`src/rtl/bst_pkg.sv`:
```
`timescale 1ns/1ps
package bst_pkg;
   // Read-side sequencing of the serializer
   typedef enum logic [1:0] {
      RD_WAIT = 2'd0,   // filling after reset, no reads yet
      RD_RUN  = 2'd1,   // shifting words out
      RD_HALT = 2'd2    // frozen by an error until FIFO reset
   } rd_state_e;
endpackage

```
`src/rtl/bst_fifo.sv`:
```
`timescale 1ns/1ps
module bst_fifo #(
   parameter int unsigned EW    = 9,
   parameter int unsigned DEPTH = 4,
   localparam int unsigned AW   = $clog2(DEPTH),
   localparam int unsigned LW   = $clog2(DEPTH + 1)
) (
   input  logic          clk,
   input  logic          rst_n,
   input  logic          clr,
   input  logic          push,
   input  logic          pop,
   input  logic [EW-1:0] push_word,
   output logic [EW-1:0] head_word,
   output logic [LW-1:0] level,
   output logic          full,
   output logic          empty
);
   localparam logic [LW-1:0] LVL_FULL = LW'(DEPTH);

   logic [AW-1:0]       wptr_q;
   logic [AW-1:0]       rptr_q;
   logic [DEPTH*EW-1:0] slots_flat;

   // one register per entry; word and flag share the entry
   for (genvar i = 0; i < DEPTH; i++) begin : g_slot
      logic [EW-1:0] slot_q;
      always_ff @(posedge clk or negedge rst_n) begin
         if (!rst_n)
            slot_q <= '0;
         else if (push && (wptr_q == AW'(i)))
            slot_q <= push_word;
      end
      assign slots_flat[i*EW +: EW] = slot_q;
   end

   assign head_word = slots_flat[rptr_q*EW +: EW];
   assign full      = (level == LVL_FULL);
   assign empty     = (level == '0);

   always_ff @(posedge clk or negedge rst_n) begin
      if (!rst_n) begin
         wptr_q <= '0;
         rptr_q <= '0;
         level  <= '0;
      end else if (clr) begin
         wptr_q <= '0;
         rptr_q <= '0;
         level  <= '0;
      end else begin
         if (push) wptr_q <= wptr_q + 1'b1;
         if (pop)  rptr_q <= rptr_q + 1'b1;
         case ({push, pop})
            2'b10:   level <= level + 1'b1;
            2'b01:   level <= level - 1'b1;
            default: level <= level;
         endcase
      end
   end
endmodule

```
`src/rtl/bst_rd_ctrl.sv`:
```
`timescale 1ns/1ps
module bst_rd_ctrl
   import bst_pkg::*;
#(
   parameter int unsigned W           = 8,
   parameter int unsigned DEPTH       = 4,
   parameter int unsigned START_LEVEL = 2,
   localparam int unsigned LW         = $clog2(DEPTH + 1),
   localparam int unsigned CW         = $clog2(W)
) (
   input  logic          clk,
   input  logic          rst_n,
   input  logic          clr,
   input  logic          halt,
   input  logic [LW-1:0] level,
   input  logic          empty,
   output logic          pop,
   output logic          udf,
   output logic          running
);
   localparam logic [LW-1:0] LVL_START = LW'(START_LEVEL);
   localparam logic [CW-1:0] CNT_LAST  = CW'(W - 1);

   rd_state_e     state_q;
   logic [CW-1:0] bit_cnt_q;
   logic          at_boundary;

   assign at_boundary = (bit_cnt_q == CNT_LAST);
   assign running     = (state_q == RD_RUN);

   always_comb begin
      pop = 1'b0;
      udf = 1'b0;
      if (!halt) begin
         case (state_q)
            RD_WAIT: pop = (level >= LVL_START);
            RD_RUN: begin
               if (at_boundary) begin
                  pop = !empty;
                  udf = empty;
               end
            end
            default: ;
         endcase
      end
   end

   always_ff @(posedge clk or negedge rst_n) begin
      if (!rst_n) begin
         state_q   <= RD_WAIT;
         bit_cnt_q <= '0;
      end else if (clr) begin
         state_q   <= RD_WAIT;
         bit_cnt_q <= '0;
      end else if (halt) begin
         state_q   <= RD_HALT;
         bit_cnt_q <= '0;
      end else begin
         case (state_q)
            RD_WAIT: begin
               bit_cnt_q <= '0;
               if (pop) state_q <= RD_RUN;
            end
            RD_RUN: begin
               bit_cnt_q <= at_boundary ? '0 : bit_cnt_q + 1'b1;
               if (udf) state_q <= RD_HALT;
            end
            default: bit_cnt_q <= '0;
         endcase
      end
   end
endmodule

```
`src/rtl/bst_shifter.sv`:
```
`timescale 1ns/1ps
module bst_shifter #(
   parameter int unsigned W         = 8,
   parameter bit          MSB_FIRST = 1'b1
) (
   input  logic         clk,
   input  logic         rst_n,
   input  logic         kill,
   input  logic         load,
   input  logic [W-1:0] load_word,
   input  logic         load_flag,
   output logic         ser_out,
   output logic         flag_out
);
   logic [W-1:0] sreg_q;
   logic [W-1:0] sreg_shifted;

   if (MSB_FIRST) begin : g_msb
      assign sreg_shifted = {sreg_q[W-2:0], 1'b0};
      assign ser_out      = sreg_q[W-1];
   end else begin : g_lsb
      assign sreg_shifted = {1'b0, sreg_q[W-1:1]};
      assign ser_out      = sreg_q[0];
   end

   // flag is a flop loaded with the word, so it moves only at word starts
   always_ff @(posedge clk or negedge rst_n) begin
      if (!rst_n) begin
         sreg_q   <= '0;
         flag_out <= 1'b0;
      end else if (kill) begin
         sreg_q   <= '0;
         flag_out <= 1'b0;
      end else if (load) begin
         sreg_q   <= load_word;
         flag_out <= load_flag;
      end else begin
         sreg_q   <= sreg_shifted;
      end
   end
endmodule

```
`src/rtl/burst_ser_tx.sv`:
```
`timescale 1ns/1ps
module burst_ser_tx #(
   parameter int unsigned W           = 8,
   parameter int unsigned DEPTH       = 4,
   parameter int unsigned START_LEVEL = 2,
   parameter bit          MSB_FIRST   = 1'b1
) (
   input  logic         clk,
   input  logic         rst_n,
   input  logic         fifo_rst,
   input  logic         wr_en,
   input  logic [W-1:0] wr_data,
   input  logic         wr_burst,
   output logic         ser_out,
   output logic         burst_out,
   output logic         fifo_err
);
   localparam int unsigned EW = W + 1;
   localparam int unsigned LW = $clog2(DEPTH + 1);

   if (W < 2) begin : g_bad_width
      $error("burst_ser_tx: W must be at least 2");
   end
   if ((DEPTH < 2) || ((DEPTH & (DEPTH - 1)) != 0)) begin : g_bad_depth
      $error("burst_ser_tx: DEPTH must be a power of two, at least 2");
   end
   if ((START_LEVEL < 1) || (START_LEVEL > DEPTH)) begin : g_bad_start
      $error("burst_ser_tx: START_LEVEL must lie in 1..DEPTH");
   end

   logic          fifo_full;
   logic          fifo_empty;
   logic [LW-1:0] fifo_level;
   logic [EW-1:0] head_word;
   logic          rd_pop;
   logic          rd_udf;
   logic          rd_running;
   logic          wr_try;
   logic          wr_push;
   logic          wr_ovf;
   logic          err_q;
   logic          blank;

   assign wr_try  = wr_en && !fifo_rst && !err_q;
   assign wr_push = wr_try && (!fifo_full || rd_pop);
   assign wr_ovf  = wr_try && fifo_full && !rd_pop;
   assign blank   = fifo_rst || err_q || wr_ovf || rd_udf;

   always_ff @(posedge clk or negedge rst_n) begin
      if (!rst_n)
         err_q <= 1'b0;
      else if (fifo_rst)
         err_q <= 1'b0;
      else if (wr_ovf || rd_udf)
         err_q <= 1'b1;
   end

   assign fifo_err = err_q;

   bst_fifo #(.EW(EW), .DEPTH(DEPTH)) u_fifo (
      .clk       (clk),
      .rst_n     (rst_n),
      .clr       (fifo_rst),
      .push      (wr_push),
      .pop       (rd_pop),
      .push_word ({wr_burst, wr_data}),
      .head_word (head_word),
      .level     (fifo_level),
      .full      (fifo_full),
      .empty     (fifo_empty)
   );

   bst_rd_ctrl #(.W(W), .DEPTH(DEPTH), .START_LEVEL(START_LEVEL)) u_ctrl (
      .clk     (clk),
      .rst_n   (rst_n),
      .clr     (fifo_rst),
      .halt    (err_q),
      .level   (fifo_level),
      .empty   (fifo_empty),
      .pop     (rd_pop),
      .udf     (rd_udf),
      .running (rd_running)
   );

   bst_shifter #(.W(W), .MSB_FIRST(MSB_FIRST)) u_shift (
      .clk       (clk),
      .rst_n     (rst_n),
      .kill      (blank),
      .load      (rd_pop),
      .load_word (head_word[W-1:0]),
      .load_flag (head_word[W]),
      .ser_out   (ser_out),
      .flag_out  (burst_out)
   );
endmodule

```
`config.mk`:
```
export PLATFORM = sky130hd
export DESIGN_NAME = burst_ser_tx
export DESIGN_NICKNAME = d
export VERILOG_FILES = /design/src/rtl/bst_pkg.sv /design/src/rtl/bst_fifo.sv /design/src/rtl/bst_rd_ctrl.sv /design/src/rtl/bst_shifter.sv /design/src/rtl/burst_ser_tx.sv
export SDC_FILE = /design/constraint.sdc
export NUM_CORES = 1
export LEC_CHECK = 0
export ABC_AREA = 1
export CORE_MARGIN = 2
export CORE_UTILIZATION = 63
export CTS_CLUSTER_SIZE = 8
export DETAILED_ROUTE_END_ITERATION = 12
export DONT_BUFFER_PORTS = 1
export GPL_TIMING_DRIVEN = 1
export HOLD_SLACK_MARGIN = 0.12
export PLACE_DENSITY = 0.79
export SLEW_MARGIN = 5
export SYNTH_ARGS = -nofsm -noshare
export SYNTH_HDL_FRONTEND = slang
export SYNTH_SLANG_ARGS = --single-unit
```
`constraint.sdc`:
```
create_clock -name clk -period 2.3 [get_ports clk]
set_input_delay 0.23 -clock clk [delete_from_list [all_inputs] [get_ports clk]]
set_output_delay 0.23 -clock clk [all_outputs]
set_load 0.005 [all_outputs]
```
# Yosys cells after proc, flatten, opt, wreduce, memory -nomap -nowiden
# Cells that the tools add are included.
[classes]
addsub = 5
n_mul = 1
order_cmp = 1
eq_ne = 10
shifts = 1
n_mux = 27
reduce_logical = 29
[op_table]
columns = ["op", "n"]
rows = [
  ["$shiftx A36 B7 Y9", 1],
  ["$mux W2", 8],
  ["$mux W8", 2],
  ["$mux W3", 5],
  ["$logic_and A1 B1 Y1", 9],
  ["$mux W1", 9],
  ["$reduce_bool A2 Y1", 4],
  ["$add A3 B1 Y3 const B", 2],
  ["$eq A2 B1 Y1 const B", 3],
  ["$eq A2 B2 Y1 const B", 3],
  ["$eq A3 B3 Y1 const B", 2],
  ["$mul A2 B4 Y6 const B", 1],
  ["$pmux W3 S2", 1],
  ["$logic_not A1 Y1", 5],
  ["$logic_or A1 B1 Y1", 5],
  ["$add A2 B1 Y2 const B", 2],
  ["$logic_not A2 Y1", 2],
  ["$ne A4 B3 Y1 const B", 1],
  ["$ne A4 B4 Y1 const B", 1],
  ["$pmux W2 S2", 1],
  ["$reduce_bool A4 Y1", 1],
  ["$ge A3 B2 Y1 const B", 1],
  ["$logic_not A3 Y1", 1],
  ["$reduce_and A3 Y1", 1],
  ["3 further kinds", 3],
]
[totals]
ff_bits = 58
in_bits = 13
out_inout_bits = 3
elab_cells = 86

# Longest topological paths before layout
[logic_depth]
ltp_word = 10
mapped_depth = 13

# Modules after synthesis
# Synthesis repeated with hierarchy kept, for this count alone.
[hier_totals]
hier_cells = 325
area_unflattened_um2 = 2891.5
[by_module_without_submodules]
columns = ["mod", "instances", "cells_each", "area_per_inst_um2", "seq_area_each_um2"]
rows = [
  ["bst_fifo", 1, 228, 2113.3, 1076.0],
  ["bst_shifter", 1, 53, 412.9, 225.2],
  ["bst_rd_ctrl", 1, 34, 295.3, 125.1],
  ["burst_ser_tx", 1, 10, 70.1, 25.0],
]

# Least setup slack after synthesis
# No wires, ideal clock.
[synth_timing]
path_kind = "flip-flop to flip-flop"
startpoint = "reg u_ctrl.bit_cnt_q[0]"
endpoint = "reg u_fifo.level[2]"
setup_time_ns = 0.118
arrival_time_ns = 1.968
t_required_ns = 2.182
path_slack_ns = 0.214
stages_incl_launch_ff = 14
n_path_buf = 0
path_cell_list = "dfrtp_1 -> ha_1 -> ha_1 -> nand3_1 -> nand2_2 -> nand3_1 -> inv_1 -> fa_1 -> xnor2_1 -> inv_1 -> nand2_1 -> nand2_1 -> nand3_1 -> nand2_1"
[synth_between]
elab_chain_len = 9
word_cells_on_any_way = 11
[synth_lines]
columns = ["element", "line_no", "text"]
rows = [
  ["start, declared", "bst_rd_ctrl.sv:25", "logic [CW-1:0] bit_cnt_q;"],
  ["start signal, assigned", "bst_rd_ctrl.sv:65", "bit_cnt_q <= at_boundary ? '0 : bit_cnt_q + 1'b1;"],
  ["$eq A3 B3 Y1 *", "bst_rd_ctrl.sv:28", "assign at_boundary = (bit_cnt_q == CNT_LAST);"],
  ["$mux W1 *", "bst_rd_ctrl.sv:38", "if (at_boundary) begin"],
  ["$pmux W1 S2 *", "bst_rd_ctrl.sv:35", "case (state_q)"],
  ["$mux W1 *", "bst_rd_ctrl.sv:34", "if (!halt) begin"],
  ["$logic_or A1 B1 Y1", "burst_ser_tx.sv:45", "assign wr_push = wr_try && (!fifo_full || rd_pop);"],
  ["$logic_and A1 B1 Y1", "burst_ser_tx.sv:45", ""],
  ["$eq A2 B1 Y1 or $eq A2 B2 Y1 (tied branches)", "bst_fifo.sv:53", "case ({push, pop})"],
  ["$pmux W3 S2", "bst_fifo.sv:53", ""],
  ["$mux W3", "bst_fifo.sv:46", "end else if (clr) begin"],
  ["end signal, assigned", "bst_fifo.sv:54", "2'b10: level <= level + 1'b1;"],
  ["end signal, assigned", "bst_fifo.sv:55", "2'b01: level <= level - 1'b1;"],
  ["end signal, assigned", "bst_fifo.sv:56", "default: level <= level;"],
  ["end, declared", "bst_fifo.sv:15", "output logic [LW-1:0] level,"],
]
# Mark *: on every way between the ends. The rest lies on a longest branch, timed or not.
# A chain may end at the register's enable or synchronous reset.

# Worst setup path after layout
# Same ends and word-level chain as after synthesis.

==> summary.md <==
| Metric | Value |
|---|---|
| Worst endpoint required time | 2.53 ns |
| IO Port Bufs | 0 |
| Slew HR | between 60% and 70% |
| Post-CTS Setup Bufs | 0 |
| Die X | approximately 71 µm |
| Post-synthesis async set-or-reset flop share | 100% |
| Slew of the pin with the lowest slew margin | approximately 0.5 ns |
| Fin Setup TNS | 0 ns |
| Met1 usage | between 30% and 40% |
| Area Growth Syn to Fin | 14.7% |
| DR WL/cell | about 16 µm |
| Setup WS pre-CTS | between 0.1 and 0.15 ns |
| Achievable Freq | roughly 460 MHz |
| CP Cell Sequence | ha_1, ha_2, nand3_2, nand2_2, nand3_1, inv_1, fa_2, xnor2_2, inv_1, nand2_1, nand2_1, nand3_1, nand2_1 |
| MaxCap Viol Count | 0 |
| Post-synth EDFFs | 0 |
| Max clock buf depth | 2 |
| Initial antenna violation count | 0 |
| Final ANT Viol Nets | 0 |
| Largest net degree at the start of global routing | between 50 and 60 |
| Register area | ~1500 µm² |
| Clk sinks | 58 |
| Avg Cell Area, Syn | ~8.5 µm² |
| Post-synthesis sequential area ratio | about 51% |
| Crit path max-delay cell type | dfrtp_1 |
| Die H | 71.0 µm |
| Max stage delay on crit path | 0.39 ns |
| Clk slew on worst S/H paths | about 0.07 ns |
| Multi-input gate area | ~1200 µm² |
| Power density over the cells | around 1300 nW/µm² |
| Reg2reg path depth | 13 |
| Final Slew Violations | 0 |
| Top_reg_cell synth | dfrtp_1 |
| Layout cells sized above 1 | a little over 10% |
| H-tree lvl count | 3 |
| Family with the most delay on the worst path | adder cells |
| Post-Syn Instances | between 300 and 400 |
| CP Depth | 13 |
| First-pass GRT wire length | between 10000 and 15000 µm |
| Worst setup EP type | flop |
| Final setup fails | 0 |
| DPL Wire Length | between 3000 and 4000 µm |
| Pleak | 1.56 nW |
| Clk_lat worst skew | about 0.35 ns |
| Met3 GRT Util | 7.83% |
| Setup WS post-layout | approximately 0.15 ns |
| Detailed Route Iter0 Violations | approximately 290 |
| CTS buffer count | 9 |
| Hold path cells | 3 |
| Vias | between 2000 and 2500 |
| Synth unique cells | 30 |
| Initial core utilization | 65.4% |
| Unrepaired setup endpoints after global routing | no |
| Crit Path Max Fanout | 3 |
| # IOs | 16 |
| Warnings, synthesis | 0 |
| Class of the worst hold path | primary input to flop |
| GRT Max-Usage Layer | met2 |
| Total wire length | between 6000 and 7000 µm |
| Vias in the first global route | approximately 2300 |
| Buffers and inverters on the worst path | 2 |
| Grt total ovfl | 0 |
| Skew final | 0.00657 ns |
| Gr usage total | between 20% and 30% |
| Startpoint types | flop |
| Clock root buffer | clkbuf_8 |
| GR Util met2 | 43.7% |
| Num rows | 24 |
| Most frequent CP cell | nand2_1 |
| Routability congestion estimate | between 0.8 and 0.9 |
| Post-Syn Nets | ~350 |
| Status | complete, no violations |
| #FFs+latches synth | 58 |
| Dpl cell area | 2840 µm² |
| CTS tree | built |
| Fin. Hold Viols | 0 |
| Total core area | ~4300 µm² |
| DRC Markers | 0 |
| Peak VDD IR | between 700 and 800 µV |
| Fillers | between 300 and 400 |
| Die ar. | between 5000 and 6000 µm² |
| Final Cycle Share | roughly 94% |
| Final core utilization | 75.0% |
| CP arrival | ~2.4 ns |
| Net count reported at finish | roughly 370 |
| Synth Cell Area | around 2800 µm² |
| Antenna diodes | 0 |
| Crit Path Class | flop to flop |
| DRT Pass-1 Iters | 4 |
| Final Critical Period | approximately 2.2 ns |
| Vias per cell | 5.75 |
| Fin area | around 3200 µm² |
logic make-up after synthesis:
family          after synthesis  share of synthesized area (%)
compound gates               91                           16.5
xor+xnor                      1                          0.310
fa+ha+maj                     7                           3.36
buf+inv                      49                           7.79
flops                        58                           51.3
simple gates                125                           20.7
metrics by stage:
step	hold WS, ns	cells	power, mW
after floorplan	-0.0656	331	2.49
after global placement	-0.0642	375	2.71
after detailed placement	-0.0645	375	2.77
after CTS	0.203	403	4.03
after global routing	0.218	403	4.35
final	0.210	403	4.07
flip-flops by register name, summed over array words and instances, names as in the netlist:
register              flops
fifo_err                  1
u_ctrl.bit_cnt_q          3
u_ctrl.state_q            2
u_fifo.g_slot.slot_q     36
u_fifo.level              3
u_fifo.rptr_q             2
u_fifo.wptr_q             2
u_shift.flag_out          1
u_shift.sreg_q            8
cells in the final DEF, fill, tap and decap left out, drive strengths merged, types with 3 or more instances in the layout:
master,instances
dfrtp,58
dlygate4sd3,11
nor2,13
nand4,3
ha,6
a21oi,30
inv,35
clkbuf,11
nand3,21
bufinv,3
nand2,86
o21ai,59
clkinv,5
buf,4
final cells by class:
cell class	count	share of cell area, %
tap	52	2.01
clock inverter	5	3.09
sequential	58	44.7
timing repair buffer	15	4.94
clock buffer	11	4.67
inverter	38	4.40
multi-input combinational	224	36.2
worst paths after layout:
path	from	end	slack (ns)
min in group asynchronous	rst_n	u_shift.sreg_q[7]	0.42
min reg2reg	u_ctrl.bit_cnt_q[0]	u_ctrl.bit_cnt_q[0]	0.45
min	fifo_rst	u_fifo.level[1]	0.21
max	u_ctrl.bit_cnt_q[0]	u_fifo.level[2]	0.15
max reg2reg	u_ctrl.bit_cnt_q[0]	u_fifo.level[2]	0.15
max in group asynchronous	rst_n	u_fifo.wptr_q[0]	1.64
report_power, final:
group | leakage (nW) | switching, mW | internal [mW]
clock network | 0.129 | 0.418 | 0.775
logic | 0.680 | 0.814 | 0.420
registers | 0.748 | 0.218 | 1.42
layer usage:
| layer | share of wire, % | vias to the layer above | wire length (µm) |
|---|---|---|---|
| li1 | - | 1122 | - |
| met1 | 42 | 1107 | 2660 |
| met2 | 50 | 75 | 3160 |
| met3 | 6.0 | 15 | 382 |
| met4 | 2.0 | 0 | 127 |
| met5 | 0 | - | 0 |
Yosys cell counts (3+ instances only):
master / instances / area (µm²)
o21ai_0: 57 / 285
clkbuf_1: 4 / 15.0
a21oi_1: 29 / 145
nand3_1: 21 / 105
dfrtp_1: 58 / 1450
ha_1: 6 / 75.1
nor2_1: 8 / 30.0
buf_6: 4 / 45.0
nand4_1: 3 / 18.8
inv_1: 34 / 128
clkinv_1: 3 / 11.3
nand2_1: 82 / 308
worst reg2reg max path, delay by kind of cell, from the launching register on:
| family | cells | cell delay, ns |
|---|---|---|
| xor+xnor | 1 | 0.16 |
| fa+ha+maj | 3 | 0.77 |
| buf+inv | 2 | 0.16 |
| flops | 1 | 0.39 |
| simple gates | 7 | 0.56 |
what timing repair did:
action                                  CTS  global route
gates resized for setup                   0             4
hold endpoints to repair                 99             0
hold buffers                             12             0
endpoints found under the setup margin    0             1
Note: power is estimated with default switching activity, not from simulation.
